## src/rtl/dark_ref_pkg.sv

```systemverilog
package dark_ref_pkg;
  // Subtract with a floor at zero; operands are zero-extended pixel words.
  function automatic logic [31:0] floor_sub(input logic [31:0] pix, input logic [31:0] offs);
    return (pix > offs) ? (pix - offs) : 32'd0;
  endfunction
endpackage

```

## src/rtl/col_tracker.sv

```systemverilog
module col_tracker #(
  parameter int NCOLS = 64,
  localparam int CW = (NCOLS > 1) ? $clog2(NCOLS) : 1
) (
  input  logic          clk,
  input  logic          rst_n,
  input  logic          vld,
  input  logic          row_start,
  input  logic          frame_start,
  output logic [CW-1:0] col,
  output logic          dark_now
);
  logic [CW-1:0] next_q;
  logic          dark_q;

  assign col      = (row_start || frame_start) ? '0 : next_q;
  assign dark_now = frame_start ? 1'b1 : (row_start ? 1'b0 : dark_q);

  always_ff @(posedge clk) begin
    if (!rst_n) begin
      next_q <= '0;
      dark_q <= 1'b0;
    end else if (vld) begin
      next_q <= (col == CW'(NCOLS - 1)) ? '0 : col + 1'b1;
      dark_q <= dark_now;
    end
  end

  // idle cycles leave the column index where it was
  a_r8_hold_col: assert property (@(posedge clk) disable iff (!rst_n)
    !vld |=> $stable(next_q));
endmodule

```

## src/rtl/dark_line.sv

```systemverilog
module dark_line #(
  parameter int NCOLS = 64,
  parameter int PIX_W = 12,
  localparam int CW = (NCOLS > 1) ? $clog2(NCOLS) : 1
) (
  input  logic             clk,
  input  logic             rst_n,
  input  logic             we,
  input  logic [CW-1:0]    waddr,
  input  logic [PIX_W-1:0] wdata,
  input  logic [CW-1:0]    raddr,
  output logic [PIX_W-1:0] rdata
);
  logic [PIX_W-1:0] mem [NCOLS];

  generate
    for (genvar g = 0; g < NCOLS; g++) begin : g_col
      always_ff @(posedge clk) begin
        if (!rst_n)
          mem[g] <= '0;
        else if (we && (waddr == CW'(g)))
          mem[g] <= wdata;
      end
    end
  endgenerate

  assign rdata = mem[raddr];

  // a dark sample lands in the addressed column
  a_r3_store_column: assert property (@(posedge clk) disable iff (!rst_n)
    we |=> mem[$past(waddr)] == $past(wdata));
endmodule

```

## src/rtl/dark_ref_sub.sv

```systemverilog
module dark_ref_sub
  import dark_ref_pkg::*;
#(
  parameter int PIX_W = 12,
  parameter int NCOLS = 64,
  localparam int CW = (NCOLS > 1) ? $clog2(NCOLS) : 1
) (
  input  logic             clk,
  input  logic             rst_n,
  input  logic             in_valid,
  input  logic [PIX_W-1:0] in_data,
  input  logic             in_frame_start,
  input  logic             in_row_start,
  output logic             out_valid,
  output logic [PIX_W-1:0] out_data,
  output logic             out_row_start,
  output logic             uncalibrated
);
  logic [CW-1:0]    col;
  logic             dark_now;
  logic [PIX_W-1:0] offs;
  logic             dark_wr;
  logic             img_pix;
  logic [PIX_W-1:0] corrected;
  logic             calib_q;

  col_tracker #(.NCOLS(NCOLS)) u_col (
    .clk(clk), .rst_n(rst_n), .vld(in_valid),
    .row_start(in_row_start), .frame_start(in_frame_start),
    .col(col), .dark_now(dark_now)
  );

  assign dark_wr = in_valid && dark_now;
  assign img_pix = in_valid && !dark_now;

  dark_line #(.NCOLS(NCOLS), .PIX_W(PIX_W)) u_line (
    .clk(clk), .rst_n(rst_n), .we(dark_wr), .waddr(col), .wdata(in_data),
    .raddr(col), .rdata(offs)
  );

  assign corrected = calib_q ? PIX_W'(floor_sub(32'(in_data), 32'(offs))) : in_data;

  always_ff @(posedge clk) begin
    if (!rst_n) begin
      out_valid     <= 1'b0;
      out_data      <= '0;
      out_row_start <= 1'b0;
      calib_q       <= 1'b0;
    end else begin
      out_valid     <= img_pix;
      out_row_start <= img_pix && in_row_start;
      if (img_pix) out_data <= corrected;
      if (dark_wr) calib_q <= 1'b1;
    end
  end

  assign uncalibrated = !calib_q;

  // dark-row pixels are swallowed
  a_r2_dark_silent: assert property (@(posedge clk) disable iff (!rst_n)
    dark_wr |=> !out_valid);
  // every image pixel emerges one cycle later
  a_r4_one_cycle: assert property (@(posedge clk) disable iff (!rst_n)
    img_pix |=> out_valid);
  // correction never exceeds the raw pixel (no wrap)
  a_r5_no_wrap: assert property (@(posedge clk) disable iff (!rst_n)
    out_valid |-> out_data <= $past(in_data));
  // calibrated state is sticky
  a_r6_sticky: assert property (@(posedge clk) disable iff (!rst_n)
    !uncalibrated |=> !uncalibrated);
  // uncalibrated pixels pass untouched
  a_r6_passthru: assert property (@(posedge clk) disable iff (!rst_n)
    (img_pix && uncalibrated) |=> out_data == $past(in_data));
endmodule

```

## config.mk

```make
export PLATFORM = sky130hd
export DESIGN_NAME = dark_ref_sub
export DESIGN_NICKNAME = d
export VERILOG_FILES = /design/src/rtl/dark_ref_pkg.sv /design/src/rtl/col_tracker.sv /design/src/rtl/dark_line.sv /design/src/rtl/dark_ref_sub.sv
export SDC_FILE = /design/constraint.sdc
export NUM_CORES = 1
export LEC_CHECK = 0
export ABC_AREA = 1
export ABC_CLOCK_PERIOD_IN_PS = 3650
export BUFFER_PORTS_ARGS = -buffer_cell sky130_fd_sc_hd__buf_2
export CORE_UTILIZATION = 55
export DETAILED_ROUTE_END_ITERATION = 6
export PLACE_DENSITY_LB_ADDON = 0.12
export SETUP_SLACK_MARGIN = 0.3
export SYNTH_ARGS = -nofsm -noshare
export SYNTH_HDL_FRONTEND = slang
export SYNTH_SLANG_ARGS = --single-unit
```

## constraint.sdc

```tcl
create_clock -name clk -period 3.65 [get_ports clk]
set_input_delay 0.365 -clock clk [delete_from_list [all_inputs] [get_ports clk]]
set_output_delay 0.365 -clock clk [all_outputs]
set_load 0.005 [all_outputs]
```

# Yosys cells after proc, flatten, opt, wreduce, memory -nomap -nowiden
# Memories as Yosys holds them, arrays and structs flattened.
# Cells that the tools add are included.
# W data, S select, Z words.
[op_classes]
addsub = 2
order_cmp = 1
n_eq_ne = 63
n_mux = 263
n_bitwise = 64
reduce_logical = 71
[ops]
columns = ["operator", "count"]
rows = [
  ["$mux W12", 66],
  ["$mux W1", 195],
  ["$eq A6 B6 Y1 const B", 32],
  ["$eq A6 B5 Y1 const B", 16],
  ["$logic_and A1 B1 Y1", 67],
  ["$or A1 B1 Y1", 64],
  ["$eq A6 B4 Y1 const B", 8],
  ["$eq A6 B3 Y1 const B", 4],
  ["$eq A6 B2 Y1 const B", 2],
  ["$gt A12 B12 Y1", 1],
  ["$mux W6", 2],
  ["$sub A12 B12 Y12", 1],
  ["$add A6 B1 Y6 const B", 1],
  ["$eq A6 B1 Y1 const B", 1],
  ["$logic_not A6 Y1", 1],
  ["$logic_not A1 Y1", 2],
  ["$logic_or A1 B1 Y1", 1],
]
[totals]
regBits = 22
ramBits = 768
in_bits = 17
output_inout_bits = 15
wordCells = 471
n_memories = 1
[memory_table]
columns = ["memory", "words", "word_bits", "rd", "rd_ports_with_merged_regs", "wr", "line", "rtl"]
rows = [
  ["u_line.mem", 64, 12, 1, 0, 64, "dark_line.sv:14", "logic [PIX_W-1:0] mem [NCOLS];"],
]

# Depth between registers and ports, before layout
[depth]
word_depth = 8
depth_mapped = 28
ltp_nobuf = 25

# Modules after synthesis
# Synthesis repeated with hierarchy kept, for this count alone.
[unflattened]
cells_unflattened = 4018
hier_area_um2 = 37145.6
[modules_own_cells]
columns = ["mod", "instances", "cells_each", "area_each_um2", "seq_area_each_um2"]
rows = [
  ["dark_line", 1, 3721, 35287.6, 23062.1],
  ["dark_ref_sub", 1, 234, 1415.1, 300.3],
  ["col_tracker", 1, 63, 442.9, 140.1],
]

# Least setup slack after synthesis
# No wires, ideal clock.
[synth_path]
path_kind = "input port to flip-flop"
from = "in in_frame_start"
to = "reg out_data[5]"
setup_time_ps = 119
t_arrival_ps = 2981
required_time_ps = 3531
setup_slack_ps = 550
path_stages = 27
path_buffers = 3
cell_sequence = "nor2_4 > nand2_2 > buf_2 > buf_1 > nand3_1 > nand2_1 > nand2_1 > nand2_1 > o21ai_0 > nand2_1 > nor2_1 > ha_1 > inv_1 > fa_1 > nand2_1 > inv_1 > nand2_1 > nand2_1 > nand2_1 > nand2_1 > nand2_1 > nand2_1 > nand2_1 > inv_1 > buf_2 > nand2_1 > a21oi_1"
[synth_between]
elab_chain_len = 6
word_cells_on_any_way = 10
cone_classes = "1 x add/sub; 1 x order compare; 4 x mux; 3 x reduce/logical; 1 x memory"
[synth_lines]
columns = ["item", "line", "rtl"]
rows = [
  ["start: declaration", "dark_ref_sub.sv:12", "input logic in_frame_start,"],
  ["$logic_or A1 B1 Y1", "col_tracker.sv:16", "assign col = (row_start || frame_start) ? '0 : next_q;"],
  ["$mux W6", "col_tracker.sv:16", ""],
  ["$mem_v2 Z64 W12", "-", ""],
  ["$sub A12 B12 Y12 / $gt A12 B12 Y1 (equally long branches)", "dark_ref_pkg.sv:4", "return (pix > offs) ? (pix - offs) : 32'd0;"],
  ["$mux W12", "dark_ref_pkg.sv:4", ""],
  ["$mux W12", "dark_ref_sub.sv:41", "assign corrected = calib_q ? PIX_W'(floor_sub(32'(in_data), 32'(offs))) : in_data;"],
  ["end signal: assignment", "dark_ref_sub.sv:52", "if (img_pix) out_data <= corrected;"],
  ["end: declaration", "dark_ref_sub.sv:15", "output logic [PIX_W-1:0] out_data,"],
]
# Parallel ways exist; a longest one is shown, timed or not.
# A chain may end at the register's enable or synchronous reset.

==> impl_metrics.ini <==
[sta]
finalSetupViolCount = 0
slew_headroom_pct = 23.3
min_period_ns = 3.32
worstMarginPinSlew_ns = 1.15
fin_worst_skew_ns = 0.0224
slew_violations = 0
finalCritPeriodShare_pct = 91.1
holdWs_ns = 0.0691
setup_ws_ns = 0.326
final-hold-violation-count = 0
fmax_mhz = 301
rsz0062_at_grt = yes

[layout]
fin_cells = 5210
area_growth_pct = 18.4
mostFrequentLayoutCells = nand2_1 (1,081), nor2_1 (920), edfxtp_1 (768)
diodes = 0
layout-drive-gt1-share_pct = 15.8
final_util_pct = 66.1
final_common_cell = nand2_1
n_fill_cell = 5405
fin_nets = 4302
fin_area_mm2 = 0.0446

[worst_hold_path]
hold_end = out_data[0]
whs_path_depth = 3
hp-start = in_data[0]
hp-class = input pin to flop

[synthesis]
synth-compound-area-share_pct = 2.02
netlist_area_mm2 = 0.0376
synth_simple_gate_area_share_pct = 29.6
yosys_warnings = 0
synth_area_leader_cell = edfxtp_1
yosysUniqueCellTypes = 32
synthTopCellsByArea = edfxtp_1 (61%), nand2_1 (11%), nor2_1 (9.6%)
synth-xor-area-share_pct = 0.163
synth_cells = 4165
synth_mux_area_share_pct = 0
synth_nets = 4199
ys_seq_elements = 790
yosysSeqAreaShare_pct = 62.4
synth_top_family_by_area = simple AND/OR/NAND/NOR gates
synth_top_area_share_pct = 61.3
synth-adder-area-share_pct = 0.585
syn_area_per_cell_um2 = 9.04

[floorplan]
core_area_mm2 = 0.0674
die_width_um = 264
die_area_mm2 = 0.0695
die_h_um = 264
core.rowCount = 95
io_pins = 32
start_util_pct = 55.9

[setup_path]
rr_endpoint = u_line.mem[15][7]
critPathBufInv = 7
worst-setup-path-type = flop to flop
r2r_setup_slack_ns = 0.33
endpoint_kind = flop
max_stage_delay_ns = 0.53
crit_fanout = 12
cpMaxStageDelayCell = nand3_1
worst_r2r_path_depth = 12
path_delay_family = simple AND/OR/NAND/NOR gates
worstPathArrival_ns = 3.79
startpoint_type = flop
cp.required_ns = 4.12
rr_startpoint = u_col.next_q[0]
crit_chain = buf_8, nand2_8, buf_12, buf_16, inv_2, buf_12, buf_4, ha_1, nand2_1, inv_2, nand3_1, nor2_1

[grt]
first_global_vias = 29200
grt_use_total_pct = 35.3
overflow = 0
grt_pass1_wl_mm = 182
grt_max_degree = 65
antenna_found_initial = 0

[status]
violations = design-rule violations
status = finished with violations

[placement]
place_inst = 5001
portBuffers = 31
dpl_worst_slack_ns = -0.226
dp_hpwl_mm = 75.1
gp_congestion = 0.948
dpl_cell_area_mm2 = 0.0401

[clock_network]
cts_tree = yes
htreeDepth = 3
root_buffer = clkbuf_16
clock-sinks = 790
holdBufCountCts = 0
ctsLongestPathBuffers = 3
path_clk_slew_ns = 0.07
cts_made_buffers = 82
insertion_delay_ns = 0.64

[drt]
drc = 2
dr.pass1.iters = 7
finalWirelength_mm = 126
drt_iter0_drc = 4317
ant_nets = 0
routed-via-count = 31100
routed_via_density = 5.98
wl_per_cell_um = 24.1

[pwr]
peakVddDrop_mv = 0.359
p_leak_nw = 18.6
power.density_mw_per_mm2 = 463

[run]
cap_violations = 0
[through the flow]
step | total power, mW | TNS [ns]
after floorplan | 11.4 | 0
after detailed placement | 12.1 | -2.43
final | 20.6 | 0
after global placement | 12.1 | -2.03
after global routing | 21.1 | 0
after CTS | 20.5 | 0
[final cells by class]
class                           count  area [µm²]  area share [%]
Clock inverter                     46         465            1.04
Multi-Input combinational cell   2907       12900            28.9
Inverter                          130         493            1.11
Clock buffer                      107        2200            4.93
Tap cell                          873        1090            2.45
Timing Repair Buffer              357        3920            8.78
Sequential cell                   790       23500            52.8
[cells by family after synthesis]
family / Yosys count
AOI/OAI and AO/OA: 148
and+or+nand+nor: 2734
adders and majority gates: 17
DFF: 790
buffers and inverters: 469
xor gates and xnor gates: 7
[layer usage]
metal  routed length (µm)  GRT usage (%)
met1                47700           48.6
met2                58000           54.8
met3                13800           5.57
met4                 6150           17.2
met5                    0              0
[registers in the layout (all words and copies together), names as in the netlist]
register,flops
calib_q,1
out_data,12
out_row_start,1
out_valid,1
u_col.dark_q,1
u_col.next_q,6
u_line.mem,768
[synth_stat cells]
library cell     n
o21ai_0         65
nand4_1          4
nand3_1        591
a21oi_1         39
inv_1          100
a311oi_1         1
nand3b_1        11
clkbuf_1       175
buf_1           15
nor2_1         961
nor3_1           4
xor2_1           5
clkinv_1         1
ha_1            16
nand2_1       1144
nor2_2           9
buf_4            4
inv_2           29
fa_1             1
nand2_2          2
nor2_4           8
buf_2          145
o211ai_1         1
dfxtp_1         22
edfxtp_1       768
xnor2_1          2
a31oi_1          1
o21a_1           1
o21bai_1         1
o21ai_2          1
a22oi_1          1
o21ai_1         37
[worst reg2reg max path, delay by kind of cell, from the launching register on]
kind | cells | cell delay, ns
DFF | 1 | 0.36
buffers and inverters | 7 | 1.20
adders and majority gates | 1 | 0.25
and+or+nand+nor | 4 | 1.34
[power by group]
part	switching, mW	internal, mW
Sequential	0.102	10.2
Clock	3.60	4.84
Combinational	1.25	0.607
[timing repair]
item,in CTS,in global routing
resized for setup,45,192
setup buffers,14,17
setup endpoints to repair,12,12
pin swaps,3,87
cloned,12,13
endpoints found under the hold margin,0,0
[worst max-delay path by stage]
| stage | start | end | slack, ns | depth (start not counted) |
|---|---|---|---|---|
| 3_3_place_gp | in_frame_start | out_data[5] | -0.19 | 29 |
| 6_report | u_col.next_q[0] | u_line.mem[15][7] | 0.33 | 12 |
| 5_1_grt | u_col.next_q[0] | out_data[6] | 0.21 | 27 |
| 3_5_place_dp | in_frame_start | out_data[2] | -0.23 | 29 |
| 2_1_floorplan | in_frame_start | out_data[5] | 0.55 | 27 |
| 4_1_cts | u_col.next_q[0] | out_data[6] | 0.30 | 24 |
Power figures use the tool's default switching activity.
